<file path="src/rtl/useq_pkg.sv">
package useq_pkg;

  typedef enum logic [2:0] {
    JC_GOTO = 3'd0,
    JC_CALL = 3'd1,
    JC_DISP = 3'd2,
    JC_RET  = 3'd3,
    JC_COND = 3'd4
  } jc_e;

endpackage

</file>
<file path="src/rtl/useq_page_latch.sv">
module useq_page_latch #(
  parameter int PAGE_W = 4
) (
  input  logic              clk,
  input  logic              rst_int_n,
  input  logic              ld,
  input  logic [PAGE_W-1:0] ld_num,
  input  logic [PAGE_W-1:0] cur_page,
  output logic [PAGE_W-1:0] page_sel
);

  logic              pend_vld_q, pend_vld_d;
  logic [PAGE_W-1:0] pend_pg_q, pend_pg_d;

  always_comb begin
    pend_vld_d = ld;
    pend_pg_d  = pend_pg_q;
    if (ld) pend_pg_d = ld_num;
  end

  always_ff @(posedge clk or negedge rst_int_n) begin
    if (!rst_int_n) begin
      pend_vld_q <= 1'b0;
      pend_pg_q  <= '0;
    end else begin
      pend_vld_q <= pend_vld_d;
      if (ld) pend_pg_q <= pend_pg_d;
    end
  end

  assign page_sel = pend_vld_q ? pend_pg_q : cur_page;

  // the page loaded in one cycle steers the branch of the next
  a_r3_page_override: assert property (@(posedge clk) disable iff (!rst_int_n)
    ld |=> (page_sel == $past(ld_num)));

  // without a load, the branch page is the current page
  a_r3_page_one_shot: assert property (@(posedge clk) disable iff (!rst_int_n)
    !ld |=> (page_sel == cur_page));

endmodule

</file>
<file path="src/rtl/useq_link_file.sv">
module useq_link_file #(
  parameter int ADDR_W = 12,
  parameter int TASKS  = 16,
  localparam int TASK_W = $clog2(TASKS)
) (
  input  logic              clk,
  input  logic              rst_int_n,
  input  logic [TASK_W-1:0] idx,
  input  logic              we,
  input  logic [ADDR_W-1:0] wdata,
  output logic [ADDR_W-1:0] rdata
);

  logic [ADDR_W-1:0] link_mem [TASKS];

  always_ff @(posedge clk) begin
    if (we) link_mem[idx] <= wdata;
  end

  assign rdata = link_mem[idx];

  // a write lands in the slot of the writing task
  a_r6_link_written: assert property (@(posedge clk) disable iff (!rst_int_n)
    we |=> (link_mem[$past(idx)] == $past(wdata)));

endmodule

</file>
<file path="src/rtl/useq_target_mux.sv">
module useq_target_mux
  import useq_pkg::*;
#(
  parameter int PAGE_W    = 4,
  parameter int WORD_W    = 8,
  parameter int DISP_W    = 4,
  parameter int OPC_W     = 8,
  parameter int OPC_BASE  = 1025,
  parameter int OPC_SHIFT = 2,
  localparam int ADDR_W   = PAGE_W + WORD_W
) (
  input  logic [ADDR_W-1:0] cur,
  input  logic [2:0]        jc,
  input  logic [WORD_W-1:0] ja,
  input  logic              cond,
  input  logic [DISP_W-1:0] disp_lo,
  input  logic [PAGE_W-1:0] page_sel,
  input  logic [ADDR_W-1:0] ret_addr,
  input  logic [OPC_W-1:0]  opbyte,
  input  logic              trap,
  output logic [ADDR_W-1:0] nxt,
  output logic              link_we,
  output logic [ADDR_W-1:0] link_data
);

  jc_e               code;
  logic [DISP_W-1:0] lo_inc;
  logic [ADDR_W-1:0] opc_vec;
  logic              taken;

  always_comb begin
    code    = jc_e'(jc);
    lo_inc  = cur[DISP_W-1:0] + DISP_W'(1);
    opc_vec = ADDR_W'(OPC_BASE) + (ADDR_W'(opbyte) << OPC_SHIFT);
    taken   = cond ^ ja[0];

    unique case (code)
      JC_DISP: nxt = {page_sel, ja[WORD_W-1:DISP_W], disp_lo};
      JC_RET:  nxt = ja[WORD_W-1] ? opc_vec : ret_addr;
      JC_COND: nxt = {page_sel, ja[WORD_W-1:1], taken};
      default: nxt = {page_sel, ja};
    endcase
    if (trap) nxt = '0;

    link_we = (code == JC_CALL);
    if (trap) link_data = cur;
    else      link_data = {cur[ADDR_W-1:WORD_W], {(WORD_W-DISP_W){1'b0}}, lo_inc};
  end

endmodule

</file>
<file path="src/rtl/useq_next_addr.sv">
module useq_next_addr
  import useq_pkg::*;
#(
  parameter int PAGE_W    = 4,
  parameter int WORD_W    = 8,
  parameter int TASKS     = 16,
  parameter int DISP_W    = 4,
  parameter int OPC_W     = 8,
  parameter int OPC_BASE  = 1025,
  parameter int OPC_SHIFT = 2,
  parameter int SYNC_LEN  = 2,
  localparam int ADDR_W   = PAGE_W + WORD_W,
  localparam int TASK_W   = $clog2(TASKS)
) (
  input  logic              clk,
  input  logic              rst_n,
  input  logic [TASK_W-1:0] task_id,
  input  logic [2:0]        jc,
  input  logic [WORD_W-1:0] ja,
  input  logic              cond,
  input  logic [DISP_W-1:0] disp_lo,
  input  logic              ld_page,
  input  logic [PAGE_W-1:0] ld_page_num,
  input  logic [OPC_W-1:0]  opbyte,
  input  logic              buf_empty,
  output logic [ADDR_W-1:0] upc
);

  logic [SYNC_LEN-1:0] rst_sync_q;
  logic                rst_int_n;
  logic [ADDR_W-1:0]   pc_q, pc_d;
  logic [PAGE_W-1:0]   page_sel;
  logic [ADDR_W-1:0]   ret_addr;
  logic                link_we;
  logic [ADDR_W-1:0]   link_data;

  always_ff @(posedge clk or negedge rst_n) begin
    if (!rst_n) rst_sync_q <= '0;
    else        rst_sync_q <= {rst_sync_q[SYNC_LEN-2:0], 1'b1};
  end
  assign rst_int_n = rst_sync_q[SYNC_LEN-1];

  useq_page_latch #(.PAGE_W(PAGE_W)) u_page (
    .clk       (clk),
    .rst_int_n (rst_int_n),
    .ld        (ld_page),
    .ld_num    (ld_page_num),
    .cur_page  (pc_q[ADDR_W-1:WORD_W]),
    .page_sel  (page_sel)
  );

  useq_link_file #(.ADDR_W(ADDR_W), .TASKS(TASKS)) u_link (
    .clk       (clk),
    .rst_int_n (rst_int_n),
    .idx       (task_id),
    .we        (link_we),
    .wdata     (link_data),
    .rdata     (ret_addr)
  );

  useq_target_mux #(
    .PAGE_W(PAGE_W), .WORD_W(WORD_W), .DISP_W(DISP_W), .OPC_W(OPC_W),
    .OPC_BASE(OPC_BASE), .OPC_SHIFT(OPC_SHIFT)
  ) u_mux (
    .cur       (pc_q),
    .jc        (jc),
    .ja        (ja),
    .cond      (cond),
    .disp_lo   (disp_lo),
    .page_sel  (page_sel),
    .ret_addr  (ret_addr),
    .opbyte    (opbyte),
    .trap      (buf_empty),
    .nxt       (pc_d),
    .link_we   (link_we),
    .link_data (link_data)
  );

  always_ff @(posedge clk or negedge rst_int_n) begin
    if (!rst_int_n) pc_q <= '0;
    else            pc_q <= pc_d;
  end

  assign upc = pc_q;

  // an empty opcode buffer lands at address zero
  a_r10_trap_zero: assert property (@(posedge clk) disable iff (!rst_int_n)
    buf_empty |=> (upc == '0));

  // dispatch low nibble follows the dispatch register
  a_r5_disp_low: assert property (@(posedge clk) disable iff (!rst_int_n)
    (!buf_empty && jc == JC_DISP) |=> (upc[DISP_W-1:0] == $past(disp_lo)));

  // pair bit follows the modified condition
  a_r4_pair_select: assert property (@(posedge clk) disable iff (!rst_int_n)
    (!buf_empty && jc == JC_COND) |=> (upc[0] == $past(cond ^ ja[0])));

  // opcode-stream return reaches the entry vector
  a_r8_opcode_vector: assert property (@(posedge clk) disable iff (!rst_int_n)
    (!buf_empty && jc == JC_RET && ja[WORD_W-1])
      |=> (upc == ADDR_W'(OPC_BASE) + (ADDR_W'($past(opbyte)) << OPC_SHIFT)));

  // a plain goto keeps the word field as given
  a_r2_goto_word: assert property (@(posedge clk) disable iff (!rst_int_n)
    (!buf_empty && jc == JC_GOTO) |=> (upc[WORD_W-1:0] == $past(ja)));

endmodule

</file>
<file path="config.mk">
export PLATFORM = sky130hd
export DESIGN_NAME = useq_next_addr
export DESIGN_NICKNAME = d
export VERILOG_FILES = /design/src/rtl/useq_pkg.sv /design/src/rtl/useq_page_latch.sv /design/src/rtl/useq_link_file.sv /design/src/rtl/useq_target_mux.sv /design/src/rtl/useq_next_addr.sv
export SDC_FILE = /design/constraint.sdc
export NUM_CORES = 1
export LEC_CHECK = 0
export BUFFER_PORTS_ARGS = -buffer_cell sky130_fd_sc_hd__buf_2
export CAP_MARGIN = 20
export CORE_ASPECT_RATIO = 0.8
export CORE_MARGIN = 8
export CORE_UTILIZATION = 40
export DETAILED_ROUTE_END_ITERATION = 7
export HOLD_SLACK_MARGIN = 0.06
export SLEW_MARGIN = 25
export SYNTH_ARGS = -nofsm -noshare
export SYNTH_HDL_FRONTEND = slang
export SYNTH_SLANG_ARGS = --single-unit
</file>
<file path="constraint.sdc">
create_clock -name clk -period 2 [get_ports clk]
set_input_delay 0.4 -clock clk [delete_from_list [all_inputs] [get_ports clk]]
set_output_delay 0.4 -clock clk [all_outputs]
set_load 0.1 [all_outputs]
</file>
==> metrics.txt, run 1 <==
critical path, cell by cell=buf_4, buf_2; TritonCTS clock tree=done; run status=finished clean; most used flip-flop cell after synthesis=sky130_fd_sc_hd__edfxtp_1; maximum frequency from static timing analysis=525 MHz; DRT Pass-1 Iters=5; clk slew on worst S/H paths=60 ps; startpoint type of the worst setup path=flip-flop; Internal=7.48 mW; setup repair after global routing missed its margin=no; max capacitance violation total=0; synthesized area per cell=18.4 sq um; cell count after placement=826; Final setup violation count=0; total of warnings raised by yosys=0; biggest area consumer among synthesized cells=sky130_fd_sc_hd__edfxtp_1; CTS root buffer=sky130_fd_sc_hd__clkbuf_16; critical path start-end classification=reg2out; total met3 wirelength after detailed routing=1.19 mm; weighted congestion reported at the end of routability-driven placement=0.790; Detail Route met2 WL=9.55 mm; synthesis-to-layout area growth=21.7%; total number of H-tree levels=1; total congestion overflow after global routing=0; clock latency reported for the late side of the worst-skew pair=500 ps; Pwr Total=9.62 mW; Top Layer Used=met4; initial antenna violation count=0; WL met1=9.43 mm; largest clock skew in the final design=7.74 ps; CTS buffer count=22; clock sink total=211; P_sw=2.14 mW; Critical Path Slowest Stage Cell=sky130_fd_sc_hd__buf_2; vias per cell=5.36; number of enable flip-flop cells after synthesis=192; final-layout worst hold slack=92.1 ps; Top Family by Delay on Critical Path=buffers and inverters; share of the synthesized area in the top cell type=67.5%; top cells by area in the synthesized netlist=sky130_fd_sc_hd__edfxtp_1 (67%), sky130_fd_sc_hd__mux4_2 (9.8%), sky130_fd_sc_hd__dfrtp_1 (5.6%); part of the Yosys area used for sequential elements=73.0%; Die X-Extent=179 microns; Row Count=48; kind of path behind the tightest hold check=in2reg; Worst setup EP type=primary output; total number of nets in the final design=613; all-layer global routing usage=15.6%; Fin. Hold Viols=0; share of post-route cells with drive strength above 1=36.5%; largest net degree at the start of global routing=21; count of pins over their slew limit=0; Gate power share=8.2%; switching power as a share of total power=22.3%; ys async rst share=9.00%; I/O pin count=48; filler-free cell count of the finished design=867; min Tclk post-route=1900 ps; number of nets produced by synthesis=502; ratio of final minimum period to clock period=95.2%; critical path arrival=1500 ps; Iteration-0 DRC Markers=438; leading cell type in the layout, fill and taps excluded=sky130_fd_sc_hd__edfxtp_1; peak supply drop=0.633 mV; Initial Utilization=40.2%; die area=26300 sq um; worst path required time=1600 ps; sequential share of power=51.3%; Least-Margin Pin Slew=721 ps; post-route antenna net violation count=0; HPWL after detailed placement=14.3 mm; clock tree buffer depth=3; count of distinct cell types in the synthesized netlist=46; Port Buf Inserts=47; largest stage delay on the critical path=460 ps; Routed Wire Length=20.5 mm; number of synthesized register bits=211; WP buf/inv=2; n_diodes=0; detail-routed net length per standard cell=23.7 microns; post-detailed-route DRC marker count=0; Pwr per Cell Area=926 nW/um^2; gate count after technology mapping=465; maximum net fanout on the critical path=17; most frequent cells in the layout=sky130_fd_sc_hd__edfxtp_1 (192), sky130_fd_sc_hd__buf_4 (57), sky130_fd_sc_hd__buf_2 (46), sky130_fd_sc_hd__mux4_2 (37), sky130_fd_sc_hd__mux2i_1 (25); number of global-route vias before repair=4931; vias=4649; number of filler cells placed in the layout=1772; relative slew slack=51.7%; vertical die dimension=147 microns; leak pwr=3.69 nW; first-pass GRT wire length=30.9 mm; share of total power in the clock network=40.6%; area of the core=21300 sq um; number of gates given a new drive strength after cts=0; Synth Cell Area=8550 sq um
-- layer usage --
metal | global-route usage, % | up-vias
li1 | - | 2083
met1 | 22.1 | 2404
met2 | 24.4 | 140
met3 | 2.76 | 22
met4 | 4.08 | 0
met5 | 0 | -
-- power groups by stage --
stage	clock, mW	combinational (mW)	sequential [mW]
after global routing	4.14	0.839	4.94
after detailed placement	0	0.786	5.03
after CTS	3.98	0.791	4.93
after global placement	0	0.771	5.02
final	3.90	0.786	4.93
after floorplan	0	0.419	5.12
-- flip-flops by register name, indices dropped and copies added (netlist names) --
| signal | cells |
|---|---|
| u_page.pend_pg_q | 4 |
| u_link.link_mem | 192 |
| upc | 12 |
| rst_sync_q | 2 |
| u_page.pend_vld_q | 1 |
-- logic make-up after synthesis --
group           Yosys count  synth area share (%)
flops                   211                  73.0
simple gates            105                  5.90
mux                      72                  14.7
compound gates           39                  3.32
buf+inv                  32                  2.44
xor+xnor                  4                 0.410
fa+ha+maj                 1                 0.146
other cells               1                0.0439
-- Yosys cell counts, drive strengths merged (2+ instances only) --
| master | number |
|---|---|
| nand3b | 4 |
| nand4 | 2 |
| nor2b | 5 |
| xnor2 | 4 |
| mux4 | 41 |
| mux2i | 25 |
| or3 | 4 |
| nor2 | 34 |
| a311o | 2 |
| edfxtp | 192 |
| o21ai | 13 |
| inv | 3 |
| a31oi | 4 |
| a21oi | 3 |
| nand2 | 24 |
| a221oi | 4 |
| nand2b | 5 |
| a22oi | 4 |
| o22ai | 2 |
| buf | 23 |
| mux2 | 6 |
| nand3 | 4 |
| dfrtp | 19 |
| nor3 | 14 |
| clkbuf | 6 |
| a2111o | 3 |
| and2 | 4 |
-- cell type report --
| type | count | area (sq um) | share of cell area [%] |
|---|---|---|---|
| clock buffers | 35 | 671 | 6.45 |
| repair buffers | 116 | 908 | 8.74 |
| multi-input cells | 222 | 2190 | 21.0 |
| flip-flops and latches | 211 | 6240 | 60.1 |
| clock inverters | 5 | 31.3 | 0.301 |
| inverters | 3 | 11.3 | 0.108 |
| well taps | 275 | 344 | 3.31 |
-- stage by stage --
step                utilization (%)  worst slack [ps]  cell area [sq um]  TNS (ps)
global placement               45.5             -65.7               9680      -234
CTS                            48.9              72.0              10400         0
floorplan                         -             -84.6               8660     -1670
global route                   48.9              36.3              10400         0
finish                         48.9              95.1              10400         0
detailed placement             45.6             -99.2               9680      -451
-- what timing repair did --
item                      in CTS  in global routing
hold endpoints to repair       2                  0
setup buffers                  0                  0
hold buffers                   1                  0
-- worst register-to-register path, cell delays in order, from the launching register on --
cell	delay, ps
sky130_fd_sc_hd__dfrtp_1	460
sky130_fd_sc_hd__mux2i_1	220
sky130_fd_sc_hd__nor2_1	70
sky130_fd_sc_hd__or3_1	390
sky130_fd_sc_hd__a2111oi_2	360
sky130_fd_sc_hd__nor3_1	90
-- final timing paths --
check                      cells past startpoint                               to  slack, ps                         from
max in group asynchronous                      1                 upc[2]$_DFF_PN0_       1520      rst_sync_q[1]$_DFF_PN0_
min reg2reg                                    1  u_page.pend_pg_q[3]$_DFFE_PN0P_        220      rst_sync_q[1]$_DFF_PN0_
min                                            1      u_page.pend_vld_q$_DFF_PN0_         90                      ld_page
max reg2reg                                    5                 upc[8]$_DFF_PN0_        310  u_page.pend_vld_q$_DFF_PN0_
max                                            2                           upc[8]        100             upc[8]$_DFF_PN0_
min in group asynchronous                      2          rst_sync_q[1]$_DFF_PN0_        220                        rst_n
Note: power is estimated with default switching activity, not from simulation.
==> run 2, diff against run 1 <==
==> constraint.sdc (replaced) <==
create_clock -name clk -period 2 [get_ports clk]
set_input_delay 0.2 -clock clk [delete_from_list [all_inputs] [get_ports clk]]
set_output_delay 0.2 -clock clk [all_outputs]
set_load 0.02 [all_outputs]
==> run 2 against run 1 <==
  * Global-route usage about the same
  * Fmax rose by 6.8%
  * Setup slack better by 120 ps
  * Final cell count up 0.46%
  * Critical path type is now reg2reg
==> metrics.txt, run 2 (synthesis gave the netlist of run 1 again) <==
Routed Wire Length=20.8 mm; Final setup violation count=0; leading cell type in the layout, fill and taps excluded=sky130_fd_sc_hd__edfxtp_1; Port Buf Inserts=47; area of the core=21300 sq um; detail-routed net length per standard cell=23.9 microns; HPWL after detailed placement=14.3 mm; CTS root buffer=sky130_fd_sc_hd__clkbuf_16; peak supply drop=0.514 mV; Internal=7.63 mW; startpoint type of the worst setup path=flip-flop; largest net degree at the start of global routing=20; Least-Margin Pin Slew=709 ps; weighted congestion reported at the end of routability-driven placement=0.807; number of flip-flops under the largest register name=192; Gate power share=6.8%; share of post-route cells with drive strength above 1=32.9%; switching power as a share of total power=20.9%; total number of nets in the final design=618; I/O pin count=48; number of global-route vias before repair=4772; CTS buffer count=21; DRT Pass-1 Iters=5; post-route antenna net violation count=0; clock tree buffer depth=3; kind of path behind the tightest hold check=in2reg; die area=26300 sq um; filler-free cell count of the finished design=871; synthesis-to-layout area growth=20.7%; run status=finished clean; Initial Utilization=40.2%; critical path start-end classification=reg2reg; first-pass GRT wire length=31.1 mm; worst path setup slack after routing=216 ps; cell count after placement=823; multi-input logic area=2140 sq um; vias per cell=5.50; critical path arrival=2150 ps; number of gates given a new drive strength after cts=0; maximum frequency from static timing analysis=561 MHz; vertical die dimension=147 microns; total number of H-tree levels=1; number of filler cells placed in the layout=1798; maximum net fanout on the critical path=4; ratio of final minimum period to clock period=89.2%; clock sink total=211; most frequent cells in the layout=sky130_fd_sc_hd__edfxtp_1 (192), sky130_fd_sc_hd__buf_4 (61), sky130_fd_sc_hd__buf_2 (47), sky130_fd_sc_hd__mux4_2 (37), sky130_fd_sc_hd__nor2_1 (34); setup repair after global routing missed its margin=no; worst path required time=2370 ps; Iteration-0 DRC Markers=430; TritonCTS clock tree=done; max capacitance violation total=0; relative slew slack=52.5%; clock latency reported for the late side of the worst-skew pair=500 ps; P_sw=2.02 mW; Die X-Extent=179 microns; Pwr per Cell Area=936 nW/um^2; share of total power in the clock network=42.1%; n_diodes=0; Fin. Hold Viols=0; largest clock skew in the final design=18.1 ps; min Tclk post-route=1780 ps; post-detailed-route DRC marker count=0; final-layout worst hold slack=89.6 ps; total congestion overflow after global routing=0; combined flip-flop and latch cell area=6240 sq um; sequential share of power=51.0%; count of pins over their slew limit=0; Worst setup EP type=flip-flop; initial antenna violation count=0; vias=4789; worst setup slack before clock tree synthesis=-61.2 ps; number of post-CTS setup repair buffers=0; hold_buf cts=10; clk slew on worst S/H paths=60 ps; leak pwr=3.71 nW; all-layer global routing usage=15.6%; Most flops, register=u_link.link_mem; Row Count=48
[run 2: cell count changes in the layout (fill, tap and decap cells not counted), moves of 3 or more]
cell                            previous run  this run
sky130_fd_sc_hd__buf_12                   12         4
sky130_fd_sc_hd__buf_4                    57        61
sky130_fd_sc_hd__bufinv_16                 0         4
sky130_fd_sc_hd__clkbuf_8                  5         0
sky130_fd_sc_hd__dfrtp_1                  16        19
sky130_fd_sc_hd__dfrtp_2                   3         0
sky130_fd_sc_hd__dlygate4sd3_1             1        10
sky130_fd_sc_hd__nor2_1                   22        34
sky130_fd_sc_hd__nor2_2                    9         0
sky130_fd_sc_hd__nor2_4                    3         0
[run 2: final timing paths]
kind | start | to | slack [ps] | cells after the start
min in group asynchronous | rst_sync_q[1]$_DFF_PN0_ | upc[10]$_DFF_PN0_ | 220 | 1
worst min-delay path | opbyte[2] | upc[4]$_DFF_PN0_ | 90 | 4
worst max register to register | u_page.pend_vld_q$_DFF_PN0_ | upc[8]$_DFF_PN0_ | 220 | 5
worst min register to register | rst_sync_q[1]$_DFF_PN0_ | upc[10]$_DFF_PN0_ | 220 | 1
max in group asynchronous | rst_n | rst_sync_q[1]$_DFF_PN0_ | 1310 | 3
worst max-delay path | u_page.pend_vld_q$_DFF_PN0_ | upc[8]$_DFF_PN0_ | 220 | 5
[run 2: cell type report]
cell class,count,area share [%]
clock buffers,28,5.35
clock inverters,10,1.48
inverters,3,0.109
multi-input cells,222,20.8
flip-flops and latches,211,60.5
well taps,275,3.33
repair buffers,122,8.46
[run 2: metal layers]
layer	routed length, microns	track usage, %
met3	1320	2.47
met4	439	3.95
met1	9450	23.0
met2	9580	23.7
met5	0	0
[run 2: through the flow]
step           area (sq um)  utilization [%]  setup TNS (ps)  total power [mW]
6_report              10300             48.5               0              9.66
3_3_place_gp           9490             44.6               0              5.65
4_1_cts               10300             48.5               0              9.72
2_1_floorplan          8570                -           -7010              5.41
3_5_place_dp           9510             44.7            -114              5.67
5_1_grt               10300             48.5               0              9.94
[run 2: power by group through the flow]
| stage | combinational, mW | sequential [mW] | clock, mW |
|---|---|---|---|
| 5_1_grt | 0.713 | 4.93 | 4.30 |
| 3_3_place_gp | 0.630 | 5.02 | 0 |
| 6_report | 0.659 | 4.93 | 4.07 |
| 3_5_place_dp | 0.648 | 5.02 | 0 |
| 4_1_cts | 0.665 | 4.93 | 4.13 |
| 2_1_floorplan | 0.363 | 5.04 | 0 |
[run 2: critical path, stage by stage (launching register included)]
cell and delay, ps:
sky130_fd_sc_hd__dfrtp_1 500, sky130_fd_sc_hd__mux2i_1 240, sky130_fd_sc_hd__nor2_1 90, sky130_fd_sc_hd__or3_1 390, sky130_fd_sc_hd__a2111oi_2 350, sky130_fd_sc_hd__nor3_1 90
